===== config.mk =====
export PLATFORM = sky130hd
export DESIGN_NAME = pfd_synth_core
export DESIGN_NICKNAME = d
export VERILOG_FILES = /design/src/rtl/pfd_synth_core.sv
export SDC_FILE = /design/constraint.sdc
export NUM_CORES = 1
export LEC_CHECK = 0
export BUFFER_PORTS_ARGS = -buffer_cell sky130_fd_sc_hd__buf_2
export CELL_PAD_IN_SITES_DETAIL_PLACEMENT = 1
export CELL_PAD_IN_SITES_GLOBAL_PLACEMENT = 2
export CORE_ASPECT_RATIO = 1.5
export CORE_MARGIN = 8
export CORE_UTILIZATION = 40
export CTS_BUF_LIST = sky130_fd_sc_hd__clkbuf_2 sky130_fd_sc_hd__clkbuf_4 sky130_fd_sc_hd__clkbuf_8
export DETAILED_ROUTE_END_ITERATION = 12
export PLACE_DENSITY_LB_ADDON = 0.1
export SETUP_SLACK_MARGIN = 0.15
export SLEW_MARGIN = 20
export SYNTH_ARGS = -nofsm -noshare
export SYNTH_HDL_FRONTEND = slang
export SYNTH_SLANG_ARGS = --single-unit
export TNS_END_PERCENT = 100

===== constraint.sdc =====
create_clock -name clk -period 4.1 [get_ports clk]
set_clock_uncertainty 0.05 [all_clocks]
set_input_delay 0.41 -clock clk [delete_from_list [all_inputs] [get_ports clk]]
set_output_delay 0.41 -clock clk [all_outputs]
set_load 0.05 [all_outputs]

===== src/rtl/pfd_synth_core.sv =====
module pfd_synth_core #(
  parameter int RW = 14,
  parameter int CW = 3,
  parameter int LW = 8,
  parameter int DW = 16
) (
  input  logic          clk,
  input  logic          rst_n,
  input  logic          ref_in,
  input  logic          fb_in,
  input  logic          cfg_we,
  input  logic [1:0]    cfg_sel,
  input  logic [DW-1:0] cfg_wdata,
  output logic          up,
  output logic          dn,
  output logic [CW-1:0] pump_code,
  output logic          pump_oe,
  output logic          acq_boost
);
  localparam logic [1:0]    SEL_DIV  = 2'd0;
  localparam logic [1:0]    SEL_CODE = 2'd1;
  localparam logic [1:0]    SEL_CTRL = 2'd2;
  localparam logic [CW-1:0] CODE_MAX = '1;
  localparam int            LEN_LSB  = 8;

  logic          ref_q, fb_q;
  logic [RW-1:0] r_div, div_cnt;
  logic [CW-1:0] loi;
  logic          sb, fa_en;
  logic [LW-1:0] fa_len, fa_cnt;
  logic          up_q, dn_q;

  wire ref_rise = ref_in & ~ref_q;
  wire fb_rise  = fb_in & ~fb_q;
  wire wr_div   = cfg_we && cfg_sel == SEL_DIV;
  wire pass     = r_div <= RW'(1);
  wire ref_tick = ~sb & ref_rise & (pass | (div_cnt == r_div - RW'(1)));
  wire fb_tick  = ~sb & fb_rise;
  wire both     = up_q & dn_q;

  always_ff @(posedge clk) begin
    if (!rst_n) begin
      ref_q <= 1'b0;
      fb_q  <= 1'b0;
    end else begin
      ref_q <= ref_in;
      fb_q  <= fb_in;
    end
  end

  always_ff @(posedge clk) begin
    if (!rst_n) begin
      r_div  <= RW'(1);
      loi    <= '0;
      sb     <= 1'b1;
      fa_en  <= 1'b0;
      fa_len <= '0;
    end else if (cfg_we) begin
      case (cfg_sel)
        SEL_DIV:  r_div <= cfg_wdata[RW-1:0];
        SEL_CODE: loi   <= cfg_wdata[CW-1:0];
        SEL_CTRL: begin
          sb     <= cfg_wdata[0];
          fa_en  <= cfg_wdata[1];
          fa_len <= cfg_wdata[LEN_LSB +: LW];
        end
        default: ;
      endcase
    end
  end

  always_ff @(posedge clk) begin
    if (!rst_n || sb || wr_div)
      div_cnt <= '0;
    else if (ref_rise)
      div_cnt <= ref_tick ? '0 : div_cnt + RW'(1);
  end

  always_ff @(posedge clk) begin
    if (!rst_n)
      fa_cnt <= '0;
    else if (wr_div)
      fa_cnt <= fa_en ? fa_len : '0;
    else if (ref_tick && fa_cnt != '0)
      fa_cnt <= fa_cnt - LW'(1);
  end

  always_ff @(posedge clk) begin
    if (!rst_n || sb) begin
      up_q <= 1'b0;
      dn_q <= 1'b0;
    end else begin
      up_q <= ref_tick | (up_q & ~both);
      dn_q <= fb_tick  | (dn_q & ~both);
    end
  end

  assign up        = up_q & ~sb;
  assign dn        = dn_q & ~sb;
  assign pump_oe   = ~sb;
  assign acq_boost = fa_cnt != '0;
  assign pump_code = acq_boost ? CODE_MAX : loi;
endmodule


==> reports/metrics.cfg, run 1 <==
[logic_synthesis]
syn_nets = 362
yosysWarningCount = 0
synth_compound_area_share_pct = 13.5
synthArstFlopShare_pct = 0
ys_seq_elements = 53
synth_top_area_share_pct = 36.8
synth.mux.area_fraction_pct = 4.90
synth-xor-area-share_pct = 10.3
synth.distinct_cells = 54
synthTopCellsByArea = dfxtp_1, nand2_1, xor2_1
synth_common_cells = dfxtp_1, nand2_1, nor2_1, xor2_1, xnor2_1
synth_ff_type = dfxtp_1
synth_fa_ha_area_share_pct = 1.74
avgSynthCellArea_um2 = 8.61
syn_inst = 335
synth_edf_count = 0
synth_area_um2 = 2880
yosysSeqAreaShare_pct = 36.8
synth_top_family_by_area = simple AND/OR/NAND/NOR gates
synth-simple-area-share_pct = 29.2
yosysMostFrequentCell = dfxtp_1
yosys.area.top_type = dfxtp_1

[final_layout]
area_delta_synth_final_pct = 9.59
final_layout_size_suffix_gt1_share_pct = 14.9
final_nets = 382
final_util_pct = 44.3
multi_input_area_um2 = 1720
seq_area_um2 = 1060
antennaDiodeCount = 0
nFillCells = 860
stdcell_area_um2 = 3160

[setup_path]
rr_endpoint = div_cnt[13]
cp-start-kind = flip-flop
cp.arrival_ns = 3.13
startpoint = r_div[0]
path_class = reg -> reg
worstReg2RegStart = r_div[0]
reg2reg_slack_ns = 1.12
r2r_cells = 10
worstPathRequired_ns = 4.25
cp-end-kind = flip-flop
critPathMaxFanout = 12

[global_routing]
grt_pass1_wl_um = 12800
grt_pass1_vias = 2622
grt_overflow_total = 0
antenna_found_initial = 0
grt_max_degree = 39
track_usage_pct = 15.6

[pwr]
p_sw_share_pct = 30.0
power_frac_clock_pct = 31.1
power.density_nw_per_um2 = 334
peakVddDrop_v = 0.000140
p_int_w = 0.000738
power_frac_comb_pct = 17.5
seq_power_share_pct = 51.4
p_leak_nw = 1.20
switching_power_w = 0.000316

[placed_design]
hpwl_um = 5890
placed_cell_area_um2 = 3060
place_congestion = 0.823
io_buffers = 29

[sta]
drv_slew = 0
finalHoldViolations = 0
maxSlewHeadroom_pct = 29.0
tns_ns = 0
finalCritPeriodShare_pct = 72.8
min_period_ns = 2.98
max_freq_mhz = 335
worst_slew_pin_slew_ns = 1.06
hold_ws_ns = 0.266
setup_viol = 0
rsz0062_at_grt = no

[min_path]
min_path_type = in -> reg
whs_path_depth = 2
min_to = fb_q
min_from = fb_in

[flow_run]
maxCapViolations = 0

[floorplan]
start_util_pct = 40.4
die_area_um2 = 10200
core_area_um2 = 7130
num_io_pins = 30
die_h_um = 120
fp.dieW_um = 85.3
num_rows = 38

[clocking]
cts_tree = yes
cts_root_buffer = clkbuf_8
hold_buffers = 0
clkTransAtPathRegs_ns = 0.11
post_cts_buffers = 0
clock_insertion_delay_worst_skew_ns = 0.31
clock_sinks = 53
numCtsBuffers = 5
clockBufferDepth = 2
post_cts_resized = 0
cts_htree_levels = 2

[route]
vias = 2379
wl_per_cell_um = 17.2
via_per_inst = 5.46
first_iter_violations = 46
first_pass_iters = 4
drc = 0
final_antenna_net_count = 0
totalWireLength_um = 7520

[status]
status = finished clean

## stage by stage
stage,std cells,setup WS [ns],total power [W]
global placement,428,1.17,0.000738
CTS,436,1.10,0.00107
detailed placement,428,1.11,0.000741
finish,436,1.12,0.00105
floorplan,335,1.39,0.000690
global route,436,0.889,0.00111
## routing by layer
layer	wire [µm]	up-vias	part of all wire (%)	track usage (%)
li1	-	1194	-	-
met1	3040	1144	40	16.1
met2	4170	26	55	29.8
met3	112	15	1.5	2.40
met4	201	0	2.7	6.72
met5	0	-	0	0
## flip-flops by register name (all words and copies together) (netlist names)
signal / cells
div_cnt: 14
r_div: 14
fa_cnt: 8
fa_len: 8
loi: 3
dn_q: 1
fa_en: 1
fb_q: 1
ref_q: 1
sb: 1
up_q: 1
## critical path, cell delays in order, from the launching register on
cell,delay [ns]
dfxtp_1,0.38
inv_1,0.10
ha_1,0.31
or3b_1,0.45
nor4_1,0.21
mux2_2,0.36
o21ai_1,0.23
a41oi_4,0.22
nand2b_4,0.22
nand2b_2,0.25
nor2_1,0.09
## kinds of logic after synthesis
kind of cell,count (synthesis)
xor gates and xnor gates,34
buffers and inverters,23
and+or+nand+nor,158
adders and majority gates,4
AOI/OAI and AO/OA,49
DFF,53
muxes,14
## cell usage in the layout (no fill, tap or decap), types with 3 or more instances in the layout
cell and instances:
clkbuf_8 6, nand3_1 13, nand2b_1 9, nor3_1 9
and2_1 4, mux2i_1 13, and3_1 4, nor2b_1 15
a21boi_0 14, ha_1 4, xnor2_1 16, a21oi_1 8
nor2_1 22, nand4_1 6, nand2_1 51, o21ai_0 7
xor2_1 18, dfxtp_1 53, nand3b_1 3, inv_1 6
nor4_2 3, buf_2 29, o21ai_1 3, nor4_1 4
## area by class of cell
class                      instances  share of cell area, %
clock buffer                       6                   2.61
clock inverter                     2                  0.554
inverter                           6                  0.713
multi-input combinational        259                   54.5
sequential                        53                   33.6
tap                               80                   3.17
timing repair buffer              30                   4.83
## worst max path at each step
stage,end,slack (ns)
6_report,div_cnt[13],1.12
2_1_floorplan,fa_cnt[4],1.39
3_5_place_dp,div_cnt[7],1.11
4_1_cts,div_cnt[13],1.10
3_3_place_gp,fa_cnt[4],1.17
5_1_grt,div_cnt[13],0.89
## power by group through the flow
stage | Sequential (W) | Combinational [W] | Clock (W)
global placement | 0.000553 | 0.000186 | 0
floorplan | 0.000547 | 0.000144 | 0
detailed placement | 0.000553 | 0.000187 | 0
finish | 0.000541 | 0.000185 | 0.000328
CTS | 0.000542 | 0.000188 | 0.000342
global route | 0.000543 | 0.000203 | 0.000361
Note: power is estimated with default switching activity, not from simulation.
==> inputs of run 2 (changes only) <==
CORE_UTILIZATION = 33   (was 40)
clock period = 2.6 ns   (was 4.1 ns; I/O delays follow)
==> run 2 against run 1 <==
Fmax is 16% higher; register-to-register slack worse by 1.1 ns; first-iteration DRC count increased by 2.2%; critical endpoint is now fa_cnt[4].
==> reports/metrics.cfg, run 2 (synthesis results as in run 1) <==
[setup_path]
cp_cell_sequence = buf_6 -> or4_4 -> or3_4 -> o31ai_4 -> a41oi_4 -> nand2b_4 -> o311ai_4 -> nand2_1
reg2reg_slack_ns = 0.03
cp-start-kind = flip-flop
rr_endpoint = fa_cnt[4]
critPathMaxFanout = 6
critPathSlowestCell = or4_4
cp-end-kind = flip-flop
r2r_cells = 8
cp.arrival_ns = 2.72
worstPathRequired_ns = 2.75
path_class = reg -> reg
worstReg2RegStart = r_div[1]
slowest_delay_ns = 0.51

[sta]
rsz0062_at_grt = yes
finalHoldViolations = 0
max_freq_mhz = 389
finalCritPeriodShare_pct = 98.8
tns_ns = 0
maxSlewHeadroom_pct = 51.9
drv_slew = 0
worst_slew_pin_slew_ns = 0.719
min_period_ns = 2.57
setup_viol = 0

[pwr]
peakVddDrop_v = 0.000284
power.density_nw_per_um2 = 467
finalPower_w = 0.00170
p_leak_nw = 1.43

[min_path]
min_path_type = in -> reg
min_from = fb_in
min_to = fb_q
whs_path_depth = 2

[final_layout]
largestRegisters = div_cnt x14, r_div x14
final_nets = 416
final_cell_mix = nand2_1, dfxtp_1, buf_4, buf_2, xor2_1
stdcell_area_um2 = 3630
area_delta_synth_final_pct = 26.0
antennaDiodeCount = 0
layout_commonest_cell = nand2_1
final_layout_size_suffix_gt1_share_pct = 30.2

[clocking]
clockBufferDepth = 2
cts_root_buffer = clkbuf_8
numCtsBuffers = 5
cts_tree = yes
clock_insertion_delay_worst_skew_ns = 0.31
hold_buffers = 0
cts_htree_levels = 2
clock_sinks = 53
clkTransAtPathRegs_ns = 0.09

[route]
first_pass_iters = 3
vias = 2498
wl_per_cell_um = 17.0
final_antenna_net_count = 0
drc = 0
via_per_inst = 5.02
totalWireLength_um = 8470
first_iter_violations = 47

[global_routing]
track_usage_pct = 14.9
grt_pass1_wl_um = 14000
antenna_found_initial = 0
grt_pass1_vias = 2713
grt_max_degree = 22
grt_overflow_total = 0

[floorplan]
num_io_pins = 30
die_h_um = 130
die_area_um2 = 12000
num_rows = 42
start_util_pct = 33.2
core_area_um2 = 8670
fp.dieW_um = 92.3

[placed_design]
placed_cell_area_um2 = 3320
place_congestion = 0.774
hpwl_um = 6380
io_buffers = 29

[flow_run]
maxCapViolations = 0

[status]
status = finished clean

[run 2: changes by cell type in the layout (fill, tap and decap cells not counted), moves of 3 or more]
cell	delta
nor2_1	-10
dfxtp_1	-5
buf_4	+30
dfxtp_2	+3
nor2_2	+8
[run 2: stage by stage]
| stage | setup slack (ns) | std cells | hold WS (ns) | util (%) |
|---|---|---|---|---|
| floorplan | -0.0356 | 335 | 0.332 | - |
| global placement | 0.0451 | 484 | 0.392 | 38.3 |
| detailed placement | -0.0386 | 484 | 0.402 | 38.3 |
| CTS | 0.00509 | 493 | 0.107 | 40.1 |
| global route | -0.0825 | 498 | 0.130 | 41.9 |
| finish | 0.0312 | 498 | 0.118 | 41.9 |
[run 2: layout make-up]
type,instances,area (µm²)
Fill cell,1027,5040
Multi-Input combinational cell,260,1910
Sequential cell,53,1070
Timing Repair Buffer,63,420
Tap cell,110,138
Clock buffer,5,68.8
Inverter,6,22.5
Clock inverter,1,5.00
[run 2: report_power, final]
group          internal [W]  switching (W)
sequential         0.000830      0.0000218
clock              0.000178       0.000276
combinational      0.000173       0.000219
total               0.00118       0.000516
[run 2: what timing repair did]
action | 4_1_cts | 5_1_grt
endpoints found under the setup margin | 21 | 23
pin swaps | 12 | 14
buffers inserted | 2 | 5
cloned | 1 | 0
resized for setup | 15 | 23
[run 2: worst max path at each step]
stage                         from           to  slack [ns]  cells past startpoint
final                     r_div[1]    fa_cnt[4]        0.03                      8
after global routing      r_div[1]    fa_cnt[4]       -0.08                      9
after CTS                 r_div[6]    fa_cnt[1]       0.005                      8
after detailed placement  r_div[0]  div_cnt[10]       -0.04                     10
after global placement    r_div[0]   div_cnt[3]        0.05                     10
after floorplan           r_div[0]    fa_cnt[4]       -0.04                     11
[run 2: worst max-delay path: cells and delay by family (launching register included)]
family          cells  cell delay (ns)
flops               1             0.34
compound gates      3             0.69
simple gates        4             1.26
buf+inv             1             0.11
[run 2: per-layer routing]
layer / up-vias / share of wire, % / global-route usage (%)
met5: - / 0 / 0
met4: 0 / 1.2 / 5.05
met3: 6 / 1.3 / 2.46
met2: 17 / 55 / 28.1
met1: 1212 / 42 / 16.3
li1: 1263 / - / -
==> inputs of run 3 (changes only) <==
==> constraint.sdc (replaced) <==
create_clock -name clk -period 2.6 [get_ports clk]
set_clock_uncertainty 0.05 [all_clocks]
set_input_delay 0.13 -clock clk [delete_from_list [all_inputs] [get_ports clk]]
set_output_delay 0.13 -clock clk [all_outputs]
set_load 0.05 [all_outputs]
==> run 3 against run 2 <==
Clock power rose by 33%; core utilization fell by 0.19 points; non-clock buffer count fell by 1; sequential power barely moved; critical path depth rose by 2; clock-buffer cell count rose by 1; cell count rose by 0.20%; critical path type unchanged.
==> reports/metrics.cfg, run 3 (synthesis results as in run 1) <==
[global_routing]
grt_pass1_vias = 2764
track_usage_pct = 14.5
grt_overflow_total = 0
antenna_found_initial = 0
grt_pass1_wl_um = 13800
grt_max_degree = 25

[status]
status = finished clean

[sta]
finalCritPeriodShare_pct = 98.7
drv_slew = 0
setup_viol = 0
hold_ws_ns = 0.00365
tns_ns = 0
finalHoldViolations = 0
maxSlewHeadroom_pct = 51.8
rsz0062_at_grt = yes
min_period_ns = 2.57
fin_ws_ns = 0.0348
worst_slew_pin_slew_ns = 0.720
max_freq_mhz = 390

[route]
final_antenna_net_count = 0
via_per_inst = 5.03
first_iter_violations = 143
vias = 2509
drc = 0
totalWireLength_um = 8330
first_pass_iters = 4
wl_per_cell_um = 16.7

[setup_path]
startpoint = r_div[4]
path_class = reg -> reg
cp-start-kind = flip-flop
rr_endpoint = div_cnt[1]
cp-end-kind = flip-flop
r2r_cells = 10
endpoint = div_cnt[1]
worstPathRequired_ns = 2.75
critPathMaxFanout = 5
worstReg2RegStart = r_div[4]
reg2reg_slack_ns = 0.03
cp.arrival_ns = 2.72

[clocking]
clock_sinks = 53
clkTransAtPathRegs_ns = 0.10
clock_insertion_delay_worst_skew_ns = 0.32
numCtsBuffers = 5
cts_htree_levels = 2
clockBufferDepth = 2
cts_root_buffer = clkbuf_8
cts_tree = yes

[placed_design]
place_congestion = 0.764
pre_cts_ws_ns = -0.0427
placed_cell_area_um2 = 3310
hpwl_um = 6330
io_buffers = 29

[floorplan]
num_io_pins = 30
die_h_um = 130
start_util_pct = 33.2
die_area_um2 = 12000
fp.dieW_um = 92.3
core_area_um2 = 8670
num_rows = 42

[final_layout]
largestRegisters = div_cnt x14, r_div x14
stdcell_area_um2 = 3620
layout_commonest_cell = nand2_1
nFillCells = 1041
final_nets = 415
antennaDiodeCount = 0
final_layout_size_suffix_gt1_share_pct = 27.2
final_cell_mix = nand2_1, dfxtp_1, buf_2, buf_4, nor2_1
area_delta_synth_final_pct = 25.5

[pwr]
p_leak_nw = 1.42
peakVddDrop_v = 0.000221
power.density_nw_per_um2 = 510

[flow_run]
maxCapViolations = 0

[min_path]
min_from = cfg_wdata[6]
min_path_type = in -> reg

## run 3: cell count changes in the layout (fill, tap and decap cells not counted), sizes merged
| cell | delta |
|---|---|
| clkinvlp | +1 |
| clkbuf | +1 |
| clkinv | -1 |
| bufinv | +1 |
| dlygate4sd3 | +2 |
| buf | -3 |
## run 3: repair_timing
action | 4_1_cts | 5_1_grt
gates cloned | 1 | 0
setup endpoints to repair | 21 | 23
endpoints found under the hold margin | 2 | 0
buffers inserted | 2 | 3
resized for setup | 10 | 11
pin swaps | 18 | 7
hold buffers | 2 | 0
## run 3: worst min path at each step
| stage | cells past startpoint | end |
|---|---|---|
| floorplan | 1 | ref_q |
| global placement | 2 | fb_q |
| detailed placement | 2 | fb_q |
| CTS | 3 | r_div[6] |
| global route | 3 | r_div[12] |
| finish | 3 | r_div[6] |
## run 3: report_power, final
part           switching (W)  internal [W]
sequential         0.0000210      0.000831
combinational       0.000215      0.000172
clock               0.000291      0.000314
total               0.000527       0.00132
## run 3: layout make-up
cell class / count / area, µm² / area share [%]
multi-input combinational: 260 / 1850 / 51.2
sequential: 53 / 1070 / 29.6
timing repair buffer: 62 / 414 / 11.4
tap: 110 / 138 / 3.80
clock buffer: 6 / 82.6 / 2.28
clock inverter: 2 / 37.5 / 1.04
inverter: 6 / 22.5 / 0.623
## run 3: per-stage QoR
step	utilization [%]	power, W	instances
floorplan	-	0.00109	335
global placement	38.2	0.00121	483
detailed placement	38.2	0.00121	483
CTS	40.6	0.00184	496
global route	41.7	0.00194	499
finish	41.7	0.00184	499
## run 3: layer usage
layer,up-vias,GRT usage [%],wire (µm)
met5,-,0,0
met4,0,5.43,175
met3,13,2.40,158
met2,24,27.7,4600
met1,1211,15.4,3390
li1,1261,-,-
## run 3: worst max-delay path: stages, from the launching register on
cell	delay, ns
dfxtp_2	0.35
or4_4	0.57
nor4_4	0.25
mux2_4	0.34
o21ai_4	0.16
a41oi_4	0.20
buf_4	0.19
buf_6	0.10
buf_4	0.13
nand3_1	0.07
a21oi_1	0.06
